<file path="src/rtl/framer_pkg.sv">
// framer_pkg: shared constants, state type and CRC step for the slotted framer.
// Assumes byte-wide data and a 16-bit node address per side.
package framer_pkg;

    typedef enum logic [2:0] {
        ST_IDLE,
        ST_PRE,
        ST_SFD,
        ST_ADR,
        ST_PAY,
        ST_FCS
    } fr_state_t;

    localparam int          NODE_W         = 16;
    localparam int          PRE_BYTES      = 3;
    localparam int          ADR_BYTES      = 4;
    localparam int          FCS_BYTES      = 4;
    localparam int          OVERHEAD_BYTES = PRE_BYTES + 1 + ADR_BYTES + FCS_BYTES;
    localparam logic [7:0]  PRE_BYTE       = 8'h55;
    localparam logic [7:0]  SFD_BYTE       = 8'hD5;
    localparam logic [7:0]  FILL_BYTE      = 8'hAA;
    localparam logic [31:0] CRC_POLY_REF   = 32'hEDB88320;

    // Advance a reflected CRC-32 register by one byte, LSB first.
    function automatic logic [31:0] crc32_step(input logic [31:0] c, input logic [7:0] d);
        logic [31:0] r;
        r = c;
        for (int b = 0; b < 8; b++) begin
            r = (r[0] ^ d[b]) ? ((r >> 1) ^ CRC_POLY_REF) : (r >> 1);
        end
        return r;
    endfunction

endpackage

</file>
<file path="src/rtl/framer_seq.sv">
// framer_seq: field sequencer. Walks preamble, delimiter, address, payload
// region and CRC trailer, one byte per cycle, after an accepted slot start.
// Assumes cfg_pkt_len is only read at the accepting edge; short lengths clamp.
module framer_seq
    import framer_pkg::*;
#(
    parameter int LEN_W = 16
) (
    input  logic             clk,
    input  logic             rst_n,
    input  logic             slot_start,
    input  logic [LEN_W-1:0] cfg_pkt_len,
    output fr_state_t        state,
    output logic [1:0]       sub,
    output logic             start_ok,
    output logic             start_drop,
    output logic             first_byte
);

    localparam logic [LEN_W-1:0] OVH     = LEN_W'(OVERHEAD_BYTES);
    localparam logic [LEN_W-1:0] PRE_END = LEN_W'(PRE_BYTES - 1);
    localparam logic [LEN_W-1:0] ADR_END = LEN_W'(ADR_BYTES - 1);
    localparam logic [LEN_W-1:0] FCS_END = LEN_W'(FCS_BYTES - 1);

    fr_state_t        state_q;
    logic [LEN_W-1:0] idx_q;
    logic [LEN_W-1:0] plen_q;
    logic [LEN_W-1:0] plen_next;
    logic             field_end;
    fr_state_t        next_field;

    assign state      = state_q;
    assign sub        = idx_q[1:0];
    assign start_ok   = slot_start && (state_q == ST_IDLE);
    assign start_drop = slot_start && (state_q != ST_IDLE);
    assign first_byte = (state_q == ST_PRE) && (idx_q == '0);
    assign plen_next  = (cfg_pkt_len > OVH) ? (cfg_pkt_len - OVH) : '0;

    // Decide whether the current byte closes its field and which field follows.
    always_comb begin
        field_end  = 1'b0;
        next_field = ST_IDLE;
        case (state_q)
            ST_PRE: begin field_end = (idx_q == PRE_END); next_field = ST_SFD; end
            ST_SFD: begin field_end = 1'b1;               next_field = ST_ADR; end
            ST_ADR: begin
                field_end  = (idx_q == ADR_END);
                next_field = (plen_q == '0) ? ST_FCS : ST_PAY;
            end
            ST_PAY: begin field_end = (idx_q == plen_q - 1'b1); next_field = ST_FCS; end
            ST_FCS: begin field_end = (idx_q == FCS_END);       next_field = ST_IDLE; end
            default: begin field_end = 1'b0; next_field = ST_IDLE; end
        endcase
    end

    // Advance the field state and byte index; latch the payload size on start.
    always_ff @(posedge clk) begin
        if (!rst_n) begin
            state_q <= ST_IDLE;
            idx_q   <= '0;
            plen_q  <= '0;
        end else if (start_ok) begin
            state_q <= ST_PRE;
            idx_q   <= '0;
            plen_q  <= plen_next;
        end else if (state_q != ST_IDLE) begin
            if (field_end) begin
                state_q <= next_field;
                idx_q   <= '0;
            end else begin
                idx_q   <= idx_q + 1'b1;
            end
        end
    end

endmodule

</file>
<file path="src/rtl/framer_crc32.sv">
// framer_crc32: byte-serial reflected CRC-32 accumulator.
// Assumes init and en are never both needed in one cycle; init wins.
module framer_crc32
    import framer_pkg::*;
(
    input  logic        clk,
    input  logic        rst_n,
    input  logic        init,
    input  logic        en,
    input  logic [7:0]  din,
    output logic [31:0] crc_out
);

    logic [31:0] crc_q;

    assign crc_out = ~crc_q;

    // Preset on packet open, fold in each covered byte.
    always_ff @(posedge clk) begin
        if (!rst_n || init) begin
            crc_q <= '1;
        end else if (en) begin
            crc_q <= crc32_step(crc_q, din);
        end
    end

endmodule

</file>
<file path="src/rtl/framer_sat_cnt.sv">
// framer_sat_cnt: up counter that holds at its all-ones value.
// Assumes one increment per cycle at most.
module framer_sat_cnt #(
    parameter int W = 8
) (
    input  logic         clk,
    input  logic         rst_n,
    input  logic         inc,
    output logic [W-1:0] count
);

    // Count events until the top value is reached.
    always_ff @(posedge clk) begin
        if (!rst_n) begin
            count <= '0;
        end else if (inc && (count != '1)) begin
            count <= count + 1'b1;
        end
    end

endmodule

</file>
<file path="src/rtl/pkt_framer.sv">
// pkt_framer: slotted packet framer. Emits one byte per cycle: fill 0xAA
// between packets, and preamble, delimiter, address, payload (fill where no
// data) and CRC-32 inside a packet. Assumes the payload source honours
// valid/ready and that slot pulses are synchronous to clk.
module pkt_framer
    import framer_pkg::*;
#(
    parameter int LEN_W = 16,
    parameter int ERR_W = 8
) (
    input  logic              clk,
    input  logic              rst_n,
    input  logic [LEN_W-1:0]  cfg_pkt_len,
    input  logic              slot_start,
    input  logic [NODE_W-1:0] src_node,
    input  logic [NODE_W-1:0] dst_node,
    input  logic [7:0]        pl_data,
    input  logic              pl_valid,
    input  logic              pl_last,
    output logic              pl_ready,
    output logic [7:0]        tx_data,
    output logic              tx_sof,
    output logic              busy,
    output logic [ERR_W-1:0]  start_err_cnt
);

    fr_state_t         state;
    logic [1:0]        sub;
    logic              start_ok;
    logic              start_drop;
    logic              first_byte;
    logic [NODE_W-1:0] src_q;
    logic [NODE_W-1:0] dst_q;
    logic              ended_q;
    logic [7:0]        byte_sel;
    logic [31:0]       crc_val;
    logic              take;

    framer_seq #(.LEN_W(LEN_W)) u_seq (
        .clk        (clk),
        .rst_n      (rst_n),
        .slot_start (slot_start),
        .cfg_pkt_len(cfg_pkt_len),
        .state      (state),
        .sub        (sub),
        .start_ok   (start_ok),
        .start_drop (start_drop),
        .first_byte (first_byte)
    );

    framer_crc32 u_crc (
        .clk    (clk),
        .rst_n  (rst_n),
        .init   (start_ok),
        .en     ((state == ST_ADR) || (state == ST_PAY)),
        .din    (byte_sel),
        .crc_out(crc_val)
    );

    framer_sat_cnt #(.W(ERR_W)) u_err (
        .clk  (clk),
        .rst_n(rst_n),
        .inc  (start_drop),
        .count(start_err_cnt)
    );

    assign busy     = (state != ST_IDLE);
    assign pl_ready = (state == ST_PAY) && !ended_q;
    assign take     = pl_ready && pl_valid;

    // Capture the address pair when a packet opens.
    always_ff @(posedge clk) begin
        if (!rst_n) begin
            src_q <= '0;
            dst_q <= '0;
        end else if (start_ok) begin
            src_q <= src_node;
            dst_q <= dst_node;
        end
    end

    // Remember that the end-of-data byte has been taken in this packet.
    always_ff @(posedge clk) begin
        if (!rst_n || start_ok) begin
            ended_q <= 1'b0;
        end else if (take && pl_last) begin
            ended_q <= 1'b1;
        end
    end

    // Choose the byte for the current field position.
    always_comb begin
        byte_sel = FILL_BYTE;
        case (state)
            ST_PRE: byte_sel = PRE_BYTE;
            ST_SFD: byte_sel = SFD_BYTE;
            ST_ADR: begin
                case (sub)
                    2'd0:    byte_sel = src_q[15:8];
                    2'd1:    byte_sel = src_q[7:0];
                    2'd2:    byte_sel = dst_q[15:8];
                    default: byte_sel = dst_q[7:0];
                endcase
            end
            ST_PAY: byte_sel = take ? pl_data : FILL_BYTE;
            ST_FCS: byte_sel = 8'(crc_val >> {sub, 3'b000});
            default: byte_sel = FILL_BYTE;
        endcase
    end

    // Register the line byte and the start-of-packet marker.
    always_ff @(posedge clk) begin
        if (!rst_n) begin
            tx_data <= FILL_BYTE;
            tx_sof  <= 1'b0;
        end else begin
            tx_data <= byte_sel;
            tx_sof  <= first_byte;
        end
    end

endmodule

</file>
<file path="config.mk">
export PLATFORM = sky130hd
export DESIGN_NAME = pkt_framer
export DESIGN_NICKNAME = d
export VERILOG_FILES = /design/src/rtl/framer_pkg.sv /design/src/rtl/framer_seq.sv /design/src/rtl/framer_crc32.sv /design/src/rtl/framer_sat_cnt.sv /design/src/rtl/pkt_framer.sv
export SDC_FILE = /design/constraint.sdc
export NUM_CORES = 1
export LEC_CHECK = 0
export BUFFER_PORTS_ARGS = -buffer_cell sky130_fd_sc_hd__buf_4
export CORE_MARGIN = 2
export CORE_UTILIZATION = 55
export CTS_BUF_LIST = sky130_fd_sc_hd__clkbuf_8
export DETAILED_ROUTE_END_ITERATION = 8
export GPL_TIMING_DRIVEN = 1
export PLACE_DENSITY = 0.79
export SLEW_MARGIN = 10
export SYNTH_ARGS = -nofsm -noshare
export SYNTH_HDL_FRONTEND = slang
export SYNTH_SLANG_ARGS = --single-unit
</file>
<file path="constraint.sdc">
create_clock -name clk -period 3.1 [get_ports clk]
set_input_delay 0.465 -clock clk [delete_from_list [all_inputs] [get_ports clk]]
set_output_delay 0.465 -clock clk [all_outputs]
set_load 0.01 [all_outputs]
</file>
After elaboration in Yosys (flattened, before gate mapping)
Index checks and enable logic that the tools add are counted.

Bits in registers: 117. Input bits: 61. Output and inout port bits: 19. Logic and storage cells: 87.

$add $sub $neg: 4. $lt $le $gt $ge: 1. Eq/ne operators: 11. Shift operators: 1. Multiplexer cells: 19. Bitwise operators: 18. Reductions and logical operators: 22.

Operator list (count): two-way mux 32 bit (8); inverter 13 -> 14 bit (8); one-hot mux 8 bit (5 select lines) (1); == test 16 x 2 -> 1 bit, second input constant (2); logical NOT 16 bit (2); two-way mux 16 bit (2); inverter 32 bit (1); right shift 32 x 5 -> 8 bit (1); one-hot mux 8 bit (3 select lines) (1); adder 16 x 1 -> 16 bit, second input constant (1); == test 16 bit (1); > comparator 16 x 4 -> 1 bit, second input constant (1); subtractor 16 x 1 -> 16 bit, second input constant (1); subtractor 16 x 4 -> 16 bit, second input constant (1); one-hot mux 3 bit (4 select lines) (1); adder 8 x 1 -> 8 bit, second input constant (1); two-way mux 8 bit (1); != test 8 bit, second input constant (1); bitwise XOR 1 bit (8); logical AND 1 bit (7); == test 3 x 2 -> 1 bit, second input constant (2); == test 3 bit, second input constant (2); two-way mux 1 bit (4); one-hot mux 1 bit (4 select lines) (1); 12 further kinds (17).

Logic depth before layout (Yosys ltp)
Gate-level depths: netlist of run 1.

Depth after elaboration: 21. Depth in mapped cells: 13.

Cells and area by module
A second synthesis of run 1 with hierarchy kept.

Cells, all modules: 789. Area total of the unflattened synthesis: 7247.0 µm².

Modules (own cells, without submodules): framer_seq (instances 1, cells an instance 329, area each 2586.2 µm², seq. area each 700.7 µm²); pkt_framer (instances 1, cells an instance 205, area each 2138.3 µm², seq. area each 840.8 µm²); framer_crc32 (instances 1, cells an instance 208, area each 2118.3 µm², seq. area each 640.6 µm²); framer_sat_cnt (instances 1, cells an instance 47, area each 404.1 µm², seq. area each 160.2 µm²).

Worst setup path before layout of run 1
No wires, ideal clock.

Path kind: register -> register. Start point: register u_seq.idx_q[1]. End point: register u_crc.crc_q[19]. Data arrival time: 3169 ps. Data required time: 2973 ps. Path slack: -196 ps. Stages on the path, launching flop included: 13. Buffers on the path: 2. Cell sequence: dfxtp_1 buf_1 inv_1 ha_1 clkbuf_1 a222oi_1 nand4_1 a211oi_1 xnor2_2 xnor3_1 xnor2_1 xnor2_1 o21ai_1.

Longest elaborated chain between the ends: 17. Elaborated cells between the ends (all ways): 26. Classes of those cells: eq/ne: 2; shift: 1; mux: 10; bitwise: 12; reduce/logical: 1.

RTL lines: from (decl) (line framer_seq.sv:26) `logic [LEN_W-1:0] idx_q;`; from (signal assigned) (line framer_seq.sv:71) `idx_q <= idx_q + 1'b1;`; branches (longest 2 deep; another with right shift 32 x 5 -> 8 bit); one-hot mux 8 bit (5 select lines) (*) (line pkt_framer.sv:94) `case (state)`; bitwise XOR 1 bit (line framer_pkg.sv:29) `r = (r[0] ^ d[b]) ? ((r >> 1) ^ CRC_POLY_REF) : (r >> 1);`; two-way mux 32 bit (2 in a row) (line framer_pkg.sv:29); inverter 13 -> 14 bit (no source line); two-way mux 32 bit (line framer_pkg.sv:29); inverter 13 -> 14 bit (no source line); two-way mux 32 bit (2 in a row) (line framer_pkg.sv:29); inverter 13 -> 14 bit (no source line); two-way mux 32 bit (line framer_pkg.sv:29); inverter 13 -> 14 bit (no source line); two-way mux 32 bit (line framer_pkg.sv:29); inverter 13 -> 14 bit (no source line); two-way mux 32 bit (*) (line framer_pkg.sv:29); to (signal assigned) (line framer_crc32.sv:23) `crc_q <= crc32_step(crc_q, din);`; to (decl) (line framer_crc32.sv:14) `logic [31:0] crc_q;`.

Every way passes the cells marked *. A chain may end at the register's enable or synchronous reset.

Worst setup path in the final report of run 1
Start point: register u_seq.idx_q[0]. End point: register u_crc.crc_q[5].

Longest elaborated chain between the ends: 12. Elaborated cells between the ends (all ways): 19. Classes of those cells: eq/ne: 2; shift: 1; mux: 9; bitwise: 6; reduce/logical: 1.

RTL lines (line): branches (longest 2 deep; another with right shift 32 x 5 -> 8 bit); one-hot mux 8 bit (5 select lines) (*) (pkt_framer.sv:94); bitwise XOR 1 bit (framer_pkg.sv:29); two-way mux 32 bit (6 in a row) (framer_pkg.sv:29); bitwise XOR 1 bit (framer_pkg.sv:29); two-way mux 32 bit (*) (framer_pkg.sv:29).

Marks and branches as above.

==> results.tsv, run 1 <==
metric	value	unit
Crit. End Element	flip-flop	
Hold Crit Class	in -> reg	
Slowest-stage cell, CP	xnor3_2	
Crit path largest cell delay	0.46	ns
CP bufs+invs	3	
fraction of registers with async set/reset	0	
Yosys reg bits	117	
GP Congestion	0.961	
first-pass GRT wire length	30000	um
Worst EP required	3.42	ns
Max Slew Vio Count	0	
Net Switching	1.11	mW
clock root cell	clkbuf_8	
routed length per placed instance	17.9	um
power per cell area	478	nW/um^2
Yosys warning total	0	
H-tree levels	4	
# DRC	0	
Worst-path clk slew	0.07	ns
Max-cap violations	0	
Final Cycle Share	0.969	
cell accounting for the most synthesized area	dfxtp_1	
routed via count	6255	
IO Port Bufs	79	
Internal Power	2.90	mW
Clock Skews	0.00764	ns
critical path launch point type	flip-flop	
Leakage	3.32	nW
Reg2Reg Depth	11	
Peak VDD IR	0.000409	V
1st-iter DRT viols	504	
Final min period	3.00	ns
CTS sink count	117	
floorplan die width	115	um
R2R setup slack	0.1	ns
DP Wirelength	13400	um
vias per cell	5.91	
sequential area share after synthesis	0.347	
Net Sw Frac	0.277	
Reg-to-Reg End	u_crc.crc_q[5]	
area added between synthesis and finish	24.2	%
Worst Hold End	u_seq.plen_q[2]	
post-route ant nets	0	
syn nets	858	
Fmax	333	MHz
Clk network pwr share	0.384	
Detailed Route WL	18900	um
Tot Pwr	4.00	mW
outcome	finished, final reports clean	
Max clock buf depth	2	
CP Max Fanout	6	
Post-Syn Instances	790	
Critical path origin	u_seq.idx_q[0]	
Die ar.	13200	um^2
cells along the critical path	inv_2, ha_2, a222oi_1, a211oi_2, nor4_2, buf_4, xnor2_4, xnor3_2, buf_4, xnor2_1, o211ai_1	
Synth top cells by count	nand2_1 (136), dfxtp_1 (117), xnor2_1 (66), nor2_1 (54), a21oi_1 (50)	
dominant cells by area after synthesis	dfxtp_1 (35%), xnor2_1 (8.6%), nand2_1 (7.6%)	
Comb pwr share	0.216	
reg2reg start	u_seq.idx_q[0]	
Worst path top cell family by delay	XOR/XNOR gates	
Pre-antenna DRT Iters	9	
GRT overflow	0	
die height	115	um
# rows	40	
fin area	8380	um^2
share of layout cells above drive strength 1	0.263	
EDFF count, synth	0	
Avg Cell Area, Syn	8.54	um^2
Netlist cell types	67	
worst slew pin tran	0.649	ns
vias in the first global route	6112	
CTS buffer count	17	
largest net degree at the start of global routing	49	
initial core utilization	0.561	
most used cell, CP	buf_4	
Post-DP Area	7680	um^2
Hold Path Cell Cnt	2	
top cell type's share of synthesized area	0.347	
worst hold start	cfg_pkt_len[2]	
Final nets	967	
Filler Cells Inserted	892	
Final setup viols	0	
Relative slew margins	0.567	
initial antenna violation count	0	
synthesized cell area	6740	um^2
most common cell in the netlist	nand2_1	
Tot GR Track Use	0.291	
total core area	12000	um^2
IO Pins	80	
Final Hold Violating Endpoints	0	
Skew-Pair Late Insertion Delay	0.46	ns
Top FF cell, synth	dfxtp_1	
ANT cells	0	
Reg power frac	0.400	
Setup CP Type	reg -> reg	
CTS tree	built	
Util after Layout	0.698	
data arrival time of the critical path	3.32	ns
## worst max-delay path by stage
stage                           end  slack (ns)  depth (start not counted)
floorplan           u_crc.crc_q[19]        0.01                         12
global placement    u_crc.crc_q[25]       -0.05                         11
detailed placement  u_crc.crc_q[25]       -0.19                         11
CTS                 u_crc.crc_q[21]       0.002                         12
global route         u_seq.state[0]       -0.03                          9
finish               u_crc.crc_q[5]         0.1                         11
## cells by family after synthesis
| kind of cell | Yosys count | share of synthesized area |
|---|---|---|
| multiplexers | 10 | 0.0297 |
| AND/OR/NAND/NOR | 305 | 0.224 |
| buffers and inverters | 66 | 0.0464 |
| adder cells (fa/ha/maj) | 7 | 0.0130 |
| flip-flops | 117 | 0.347 |
| AO/OA/AOI/OAI | 162 | 0.148 |
| XOR/XNOR | 123 | 0.191 |
## placed cells by master, fill, tap and decap left out, types with 8 or more instances in the layout
master and count:
inv_1 20, nand2_1 136, mux4_2 8, o211ai_1 10
o21ai_0 41, nor3_2 10, nand4_1 8, o21ai_1 11
nor2_1 52, clkbuf_8 23, nor3_1 22, dfxtp_1 115
nand3_1 12, buf_4 134, a21oi_1 48, xnor2_2 12
xor2_1 36, xnor2_1 62
## flip-flops by register name (all words and copies together) (netlist names)
name,count
tx_data,8
u_seq.plen_q,16
src_q,16
tx_sof,1
u_seq.state,3
ended_q,1
u_err.count,8
dst_q,16
u_crc.crc_q,32
u_seq.idx_q,16
## layer usage
metal / share of wire / global-route usage / vias up
met5: 0 / 0 / -
met4: 0.022 / 0.121 / 0
met3: 0.067 / 0.0669 / 38
met2: 0.52 / 0.507 / 245
met1: 0.39 / 0.348 / 3002
li1: - / - / 2970
## metrics by stage
| stage | hold slack (ns) | setup slack (ns) | cells | setup TNS, ns |
|---|---|---|---|---|
| finish | 0.244 | 0.0972 | 1059 | 0 |
| CTS | 0.233 | 0.00239 | 1053 | 0 |
| global placement | 0.447 | -0.0465 | 1018 | -0.135 |
| global route | 0.240 | -0.0308 | 1059 | -0.222 |
| detailed placement | 0.451 | -0.187 | 1018 | -1.53 |
| floorplan | 0.436 | 0.0129 | 790 | 0 |
## area by class of cell
cell class                      instances  area, um^2  area share
Sequential cell                       117        2350       0.280
Clock buffer                           23         317      0.0378
Multi-Input combinational cell        607        4300       0.513
Inverter                               20        75.1     0.00896
Timing Repair Buffer                  136        1040       0.124
Clock inverter                          9         123      0.0146
Tap cell                              147         184      0.0220
## power groups by stage
stage,combinational (mW),sequential (mW),clock (mW)
after detailed placement,0.785,1.63,0
after global routing,0.932,1.61,1.62
after global placement,0.767,1.63,0
after CTS,0.814,1.60,1.55
after floorplan,0.548,1.62,0
final,0.865,1.60,1.54
## timing repair
item,in CTS,in global routing
resized for setup,13,26
endpoints found under the setup margin,27,35
setup buffers,3,6
pin swaps,6,15
hold buffers,0,0
Note: power is estimated with default switching activity, not from simulation.
==> inputs of run 2 (changes only) <==
--- a/config.mk
+++ b/config.mk
@@ -7,11 +7,11 @@
 export LEC_CHECK = 0
 export BUFFER_PORTS_ARGS = -buffer_cell sky130_fd_sc_hd__buf_4
 export CORE_MARGIN = 2
-export CORE_UTILIZATION = 55
+export CORE_UTILIZATION = 45
 export CTS_BUF_LIST = sky130_fd_sc_hd__clkbuf_8
 export DETAILED_ROUTE_END_ITERATION = 8
 export GPL_TIMING_DRIVEN = 1
-export PLACE_DENSITY = 0.79
+export PLACE_DENSITY = 0.67
 export SLEW_MARGIN = 10
 export SYNTH_ARGS = -nofsm -noshare
 export SYNTH_HDL_FRONTEND = slang
==> constraint.sdc (replaced) <==
create_clock -name clk -period 2.7 [get_ports clk]
set_input_delay 0.405 -clock clk [delete_from_list [all_inputs] [get_ports clk]]
set_output_delay 0.405 -clock clk [all_outputs]
set_load 0.01 [all_outputs]
==> results.tsv, run 2 (same netlist as run 1, synthesis figures left out) <==
metric	value	unit
Final Hold Violating Endpoints	0	
Placed Instances	1104	
post-route ant nets	0	
Finished Layout Cells	1170	
Hold Crit Class	in -> reg	
Worst-path clk slew	0.08	ns
ANT cells	0	
worst slew pin tran	0.665	ns
Die ar.	16000	um^2
Pre-antenna DRT Iters	5	
vias per cell	5.40	
largest net degree at the start of global routing	45	
Largest register FFs	32	
Max Slew Vio Count	0	
most frequent cells in the layout	buf_4 (182), nand2_1 (135), dfxtp_1 (111), nor2_1 (50), a21oi_1 (48)	
Setup CP Type	reg -> reg	
routed via count	6323	
Worst EP required	3.09	ns
clock root cell	clkbuf_8	
worst setup margin	-0.223	ns
1st-iter DRT viols	555	
H-tree levels	4	
die height	126	um
DP Wirelength	13500	um
Skew-Pair Late Insertion Delay	0.45	ns
CTS Hold Bufs	0	
CP Max Fanout	7	
outcome	finished, violations left	
Crit. End Element	flip-flop	
total core area	14600	um^2
Max clock buf depth	2	
CTS sink count	117	
failing checks	negative setup slack	
CTS buffer count	17	
Final min period	2.92	ns
share of layout cells above drive strength 1	0.368	
setup TNS after final layout	-3.55	ns
# DRC	0	
power per cell area	490	nW/um^2
area added between synthesis and finish	41.9	%
Tot GR Track Use	0.237	
initial core utilization	0.462	
first-pass GRT wire length	30300	um
Max-cap violations	0	
Detailed Route WL	19800	um
Leakage	3.82	nW
Relative slew margins	0.553	
CTS tree	built	
final hold slack	0.175	ns
routed length per placed instance	16.9	um
Largest Register	u_crc.crc_q	
dpl ws	-0.203	ns
GRT overflow	0	
RSZ-0062 raised after global routing	true	
Final setup viols	39	
initial antenna violation count	0	
IO Pins	80	
data arrival time of the critical path	3.31	ns
Final Cycle Share	1.08	
GP Congestion	0.884	
floorplan die width	126	um
Final nets	1041	
critical path launch point type	flip-flop	
Fmax	342	MHz
# rows	44	
vias in the first global route	5956	
Util after Layout	0.656	
IO Port Bufs	79	
most common cell after layout, fill and taps aside	buf_4	
Clock Skews	0.0102	ns
Peak VDD IR	0.000418	V
==> run 2: cell types whose count changed in the layout (fill, tap and decap cells not counted), sizes merged <==
cell,previous run,this run
bufinv,3,1
clkinvlp,0,5
buf,136,209
clkbuf,23,18
clkinv,5,8
==> run 2: stage by stage <==
step	power, mW	area [um^2]
after floorplan	2.52	6960
after global placement	2.91	8280
after detailed placement	2.92	8280
after CTS	4.54	9070
after global routing	4.90	9570
final	4.69	9570
==> run 2: path summary, 6_finish.rpt <==
check / endpoint / from / slack [ns] / cells past startpoint
setup / recovery: u_crc.crc_q[23] / u_seq.idx_q[0] / -0.22 / 12
hold / removal: u_seq.plen_q[2] / cfg_pkt_len[2] / 0.17 / 2
setup reg to reg: u_crc.crc_q[23] / u_seq.idx_q[0] / -0.22 / 12
hold reg to reg: dst_q[1] / dst_q[1] / 0.46 / 2
==> run 2: layout make-up <==
type / instances / area (um^2)
Clock buffer: 17 / 234
Multi-Input combinational cell: 607 / 4790
Fill cell: 1177 / 5020
Inverter: 20 / 85.1
Sequential cell: 117 / 2350
Tap cell: 184 / 230
Timing Repair Buffer: 210 / 1740
Clock inverter: 15 / 135
==> run 2: critical path, cell delays in order (launching register included) <==
cell	delay (ns)
dfxtp_4	0.43
buf_12	0.15
buf_6	0.10
mux4_2	0.51
nand3_2	0.09
a32oi_1	0.08
buf_4	0.18
xnor2_4	0.20
xnor3_2	0.43
xor2_4	0.21
buf_6	0.14
xnor3_1	0.20
o21ai_1	0.13
==> run 2: timing repair <==
action	in CTS	in global routing
endpoints found under the hold margin	0	0
setup endpoints to repair	42	48
gates resized for setup	48	70
gates cloned	0	1
buffers inserted	20	16
pin swaps	41	66
==> run 2: per-layer routing <==
layer  track usage  part of all wire
met1         0.315              0.44
met2         0.382              0.49
met3        0.0544             0.050
met4        0.0776             0.018
met5             0                 0
==> run 2: where the power goes <==
part	switching (mW)	internal, mW
logic	0.612	0.741
clock network	0.777	0.726
registers	0.0473	1.78
==> inputs of run 3 (changes only) <==
--- a/config.mk
+++ b/config.mk
@@ -5,13 +5,13 @@
 export SDC_FILE = /design/constraint.sdc
 export NUM_CORES = 1
 export LEC_CHECK = 0
-export BUFFER_PORTS_ARGS = -buffer_cell sky130_fd_sc_hd__buf_4
 export CORE_MARGIN = 2
 export CORE_UTILIZATION = 45
 export CTS_BUF_LIST = sky130_fd_sc_hd__clkbuf_8
 export DETAILED_ROUTE_END_ITERATION = 8
+export DONT_BUFFER_PORTS = 1
+export GPL_ROUTABILITY_DRIVEN = 0
 export GPL_TIMING_DRIVEN = 1
-export PLACE_DENSITY = 0.67
 export SLEW_MARGIN = 10
 export SYNTH_ARGS = -nofsm -noshare
 export SYNTH_HDL_FRONTEND = slang
==> results.tsv, run 3 (same netlist as run 1, synthesis figures left out) <==
metric	value	unit
outcome	finished, violations left	
failing checks	negative setup slack	
initial antenna violation count	0	
final hold slack	0.0338	ns
share of layout cells above drive strength 1	0.299	
Setup CP Type	reg -> reg	
critical path launch point type	flip-flop	
IO Port Bufs	0	
Comb pwr share	0.258	
most used cell, CP	buf_4	
Crit path largest cell delay	0.47	ns
Detailed Route WL	19000	um
reg2reg start	u_seq.idx_q[0]	
Largest register FFs	32	
Net Switching	1.36	mW
power per cell area	521	nW/um^2
area added between synthesis and finish	29.2	%
Final min period	2.89	ns
Placed Instances	1027	
worst setup margin	-0.186	ns
Final setup viols	37	
Net Sw Frac	0.300	
first-pass GRT wire length	29900	um
Skew-Pair Late Insertion Delay	0.45	ns
Hold Path Cell Cnt	1	
GR Layer Usage met2	0.378	
initial core utilization	0.462	
Die ar.	16000	um^2
1st-iter DRT viols	352	
stages on the worst setup path	13	
Hold Crit Class	in -> reg	
CP bufs+invs	4	
H-tree levels	4	
M1 GR Usage	0.317	
CTS sink count	117	
post-route ant nets	0	
setup TNS after final layout	-2.45	ns
clock root cell	clkbuf_8	
Worst path top cell family by delay	XOR/XNOR gates	
Reg power frac	0.406	
CTS tree	built	
Peak VDD IR	0.000393	V
Slowest-stage cell, CP	dfxtp_4	
Max Slew Vio Count	0	
data arrival time of the critical path	3.17	ns
Pre-antenna DRT Iters	5	
CP Max Fanout	8	
CTS Hold Bufs	0	
Worst EP required	2.99	ns
Final nets	959	
# rows	44	
Worst-path clk slew	0.07	ns
total core area	14600	um^2
CTS buffer count	17	
most frequent cells in the layout	nand2_1 (135), dfxtp_1 (111), buf_4 (108), xnor2_1 (51), nor2_1 (50)	
Clk network pwr share	0.336	
routed via count	6074	
largest net degree at the start of global routing	48	
Final Cycle Share	1.07	
fin area	8710	um^2
Tot GR Track Use	0.234	
DP Wirelength	13400	um
floorplan die width	126	um
Fmax	347	MHz
# DRC	0	
Max clock buf depth	2	
Crit. End Element	flip-flop	
GRT overflow	0	
die height	126	um
Leakage	3.34	nW
Finished Layout Cells	1088	
worst hold start	rst_n	
IO Pins	80	
routed length per placed instance	17.4	um
dpl ws	-0.184	ns
R2R setup slack	-0.19	ns
Most Crowded Layer GR	met2	
Largest Register	u_crc.crc_q	
cells along the critical path	inv_8, ha_4, buf_4, a222oi_1, o21ai_1, a32oi_2, buf_4, xnor2_4, xnor2_2, buf_6, xnor2_1, xor2_2, o211ai_1	
RSZ-0062 raised after global routing	true	
Relative slew margins	0.566	
worst slew pin tran	0.645	ns
Reg2Reg Depth	13	
met3 Use GR	0.0472	
vias in the first global route	5907	
ANT cells	0	
Final Hold Violating Endpoints	0	
most common cell after layout, fill and taps aside	nand2_1	
Clock Skews	0.00785	ns
Internal Power	3.18	mW
Critical path origin	u_seq.idx_q[0]	
vias per cell	5.58	
Post-DP Area	7690	um^2
Max-cap violations	0	
-- run 3: repair_timing --
item | CTS | global route
pin swaps | 41 | 29
buffers inserted | 18 | 11
cloned | 1 | 0
hold endpoints to repair | 0 | 0
setup endpoints to repair | 43 | 48
resized for setup | 52 | 33
-- run 3: final timing paths --
kind | end
worst max-delay path | u_crc.crc_q[26]
worst min-delay path | tx_data[7]
worst max register to register | u_crc.crc_q[26]
worst min register to register | dst_q[1]
-- run 3: power groups by stage --
stage | Combinational (mW) | Clock, mW | Sequential [mW]
after detailed placement | 0.941 | 0 | 1.88
final | 1.17 | 1.53 | 1.84
after floorplan | 0.658 | 0 | 1.86
after global placement | 0.921 | 0 | 1.88
after CTS | 1.09 | 1.56 | 1.84
after global routing | 1.26 | 1.63 | 1.85
-- run 3: layout make-up --
cell class              instances  area [um^2]
repair buffers                128         1090
flip-flops and latches        117         2350
inverters                      20         85.1
clock inverters                13          109
clock buffers                  19          262
fillers                      1221         5880
multi-input cells             607         4590
well taps                     184          230
-- run 3: metal layers --
| layer | up-vias | share of wire |
|---|---|---|
| li1 | 2960 | - |
| met1 | 2894 | 0.45 |
| met2 | 193 | 0.47 |
| met3 | 27 | 0.061 |
| met4 | 0 | 0.017 |
| met5 | - | 0 |
-- run 3: worst reg2reg max path: stages, from the launching register on --
cell	delay, ns
dfxtp_4	0.47
inv_8	0.06
ha_4	0.19
buf_4	0.14
a222oi_1	0.31
o21ai_1	0.16
a32oi_2	0.16
buf_4	0.17
xnor2_4	0.12
xnor2_2	0.33
buf_6	0.17
xnor2_1	0.16
xor2_2	0.18
o211ai_1	0.12
-- run 3: per-stage QoR --
stage	total power, mW	utilization
after global placement	2.80	0.527
final	4.54	0.597
after global routing	4.74	0.597
after floorplan	2.52	-
after detailed placement	2.82	0.527
after CTS	4.49	0.583
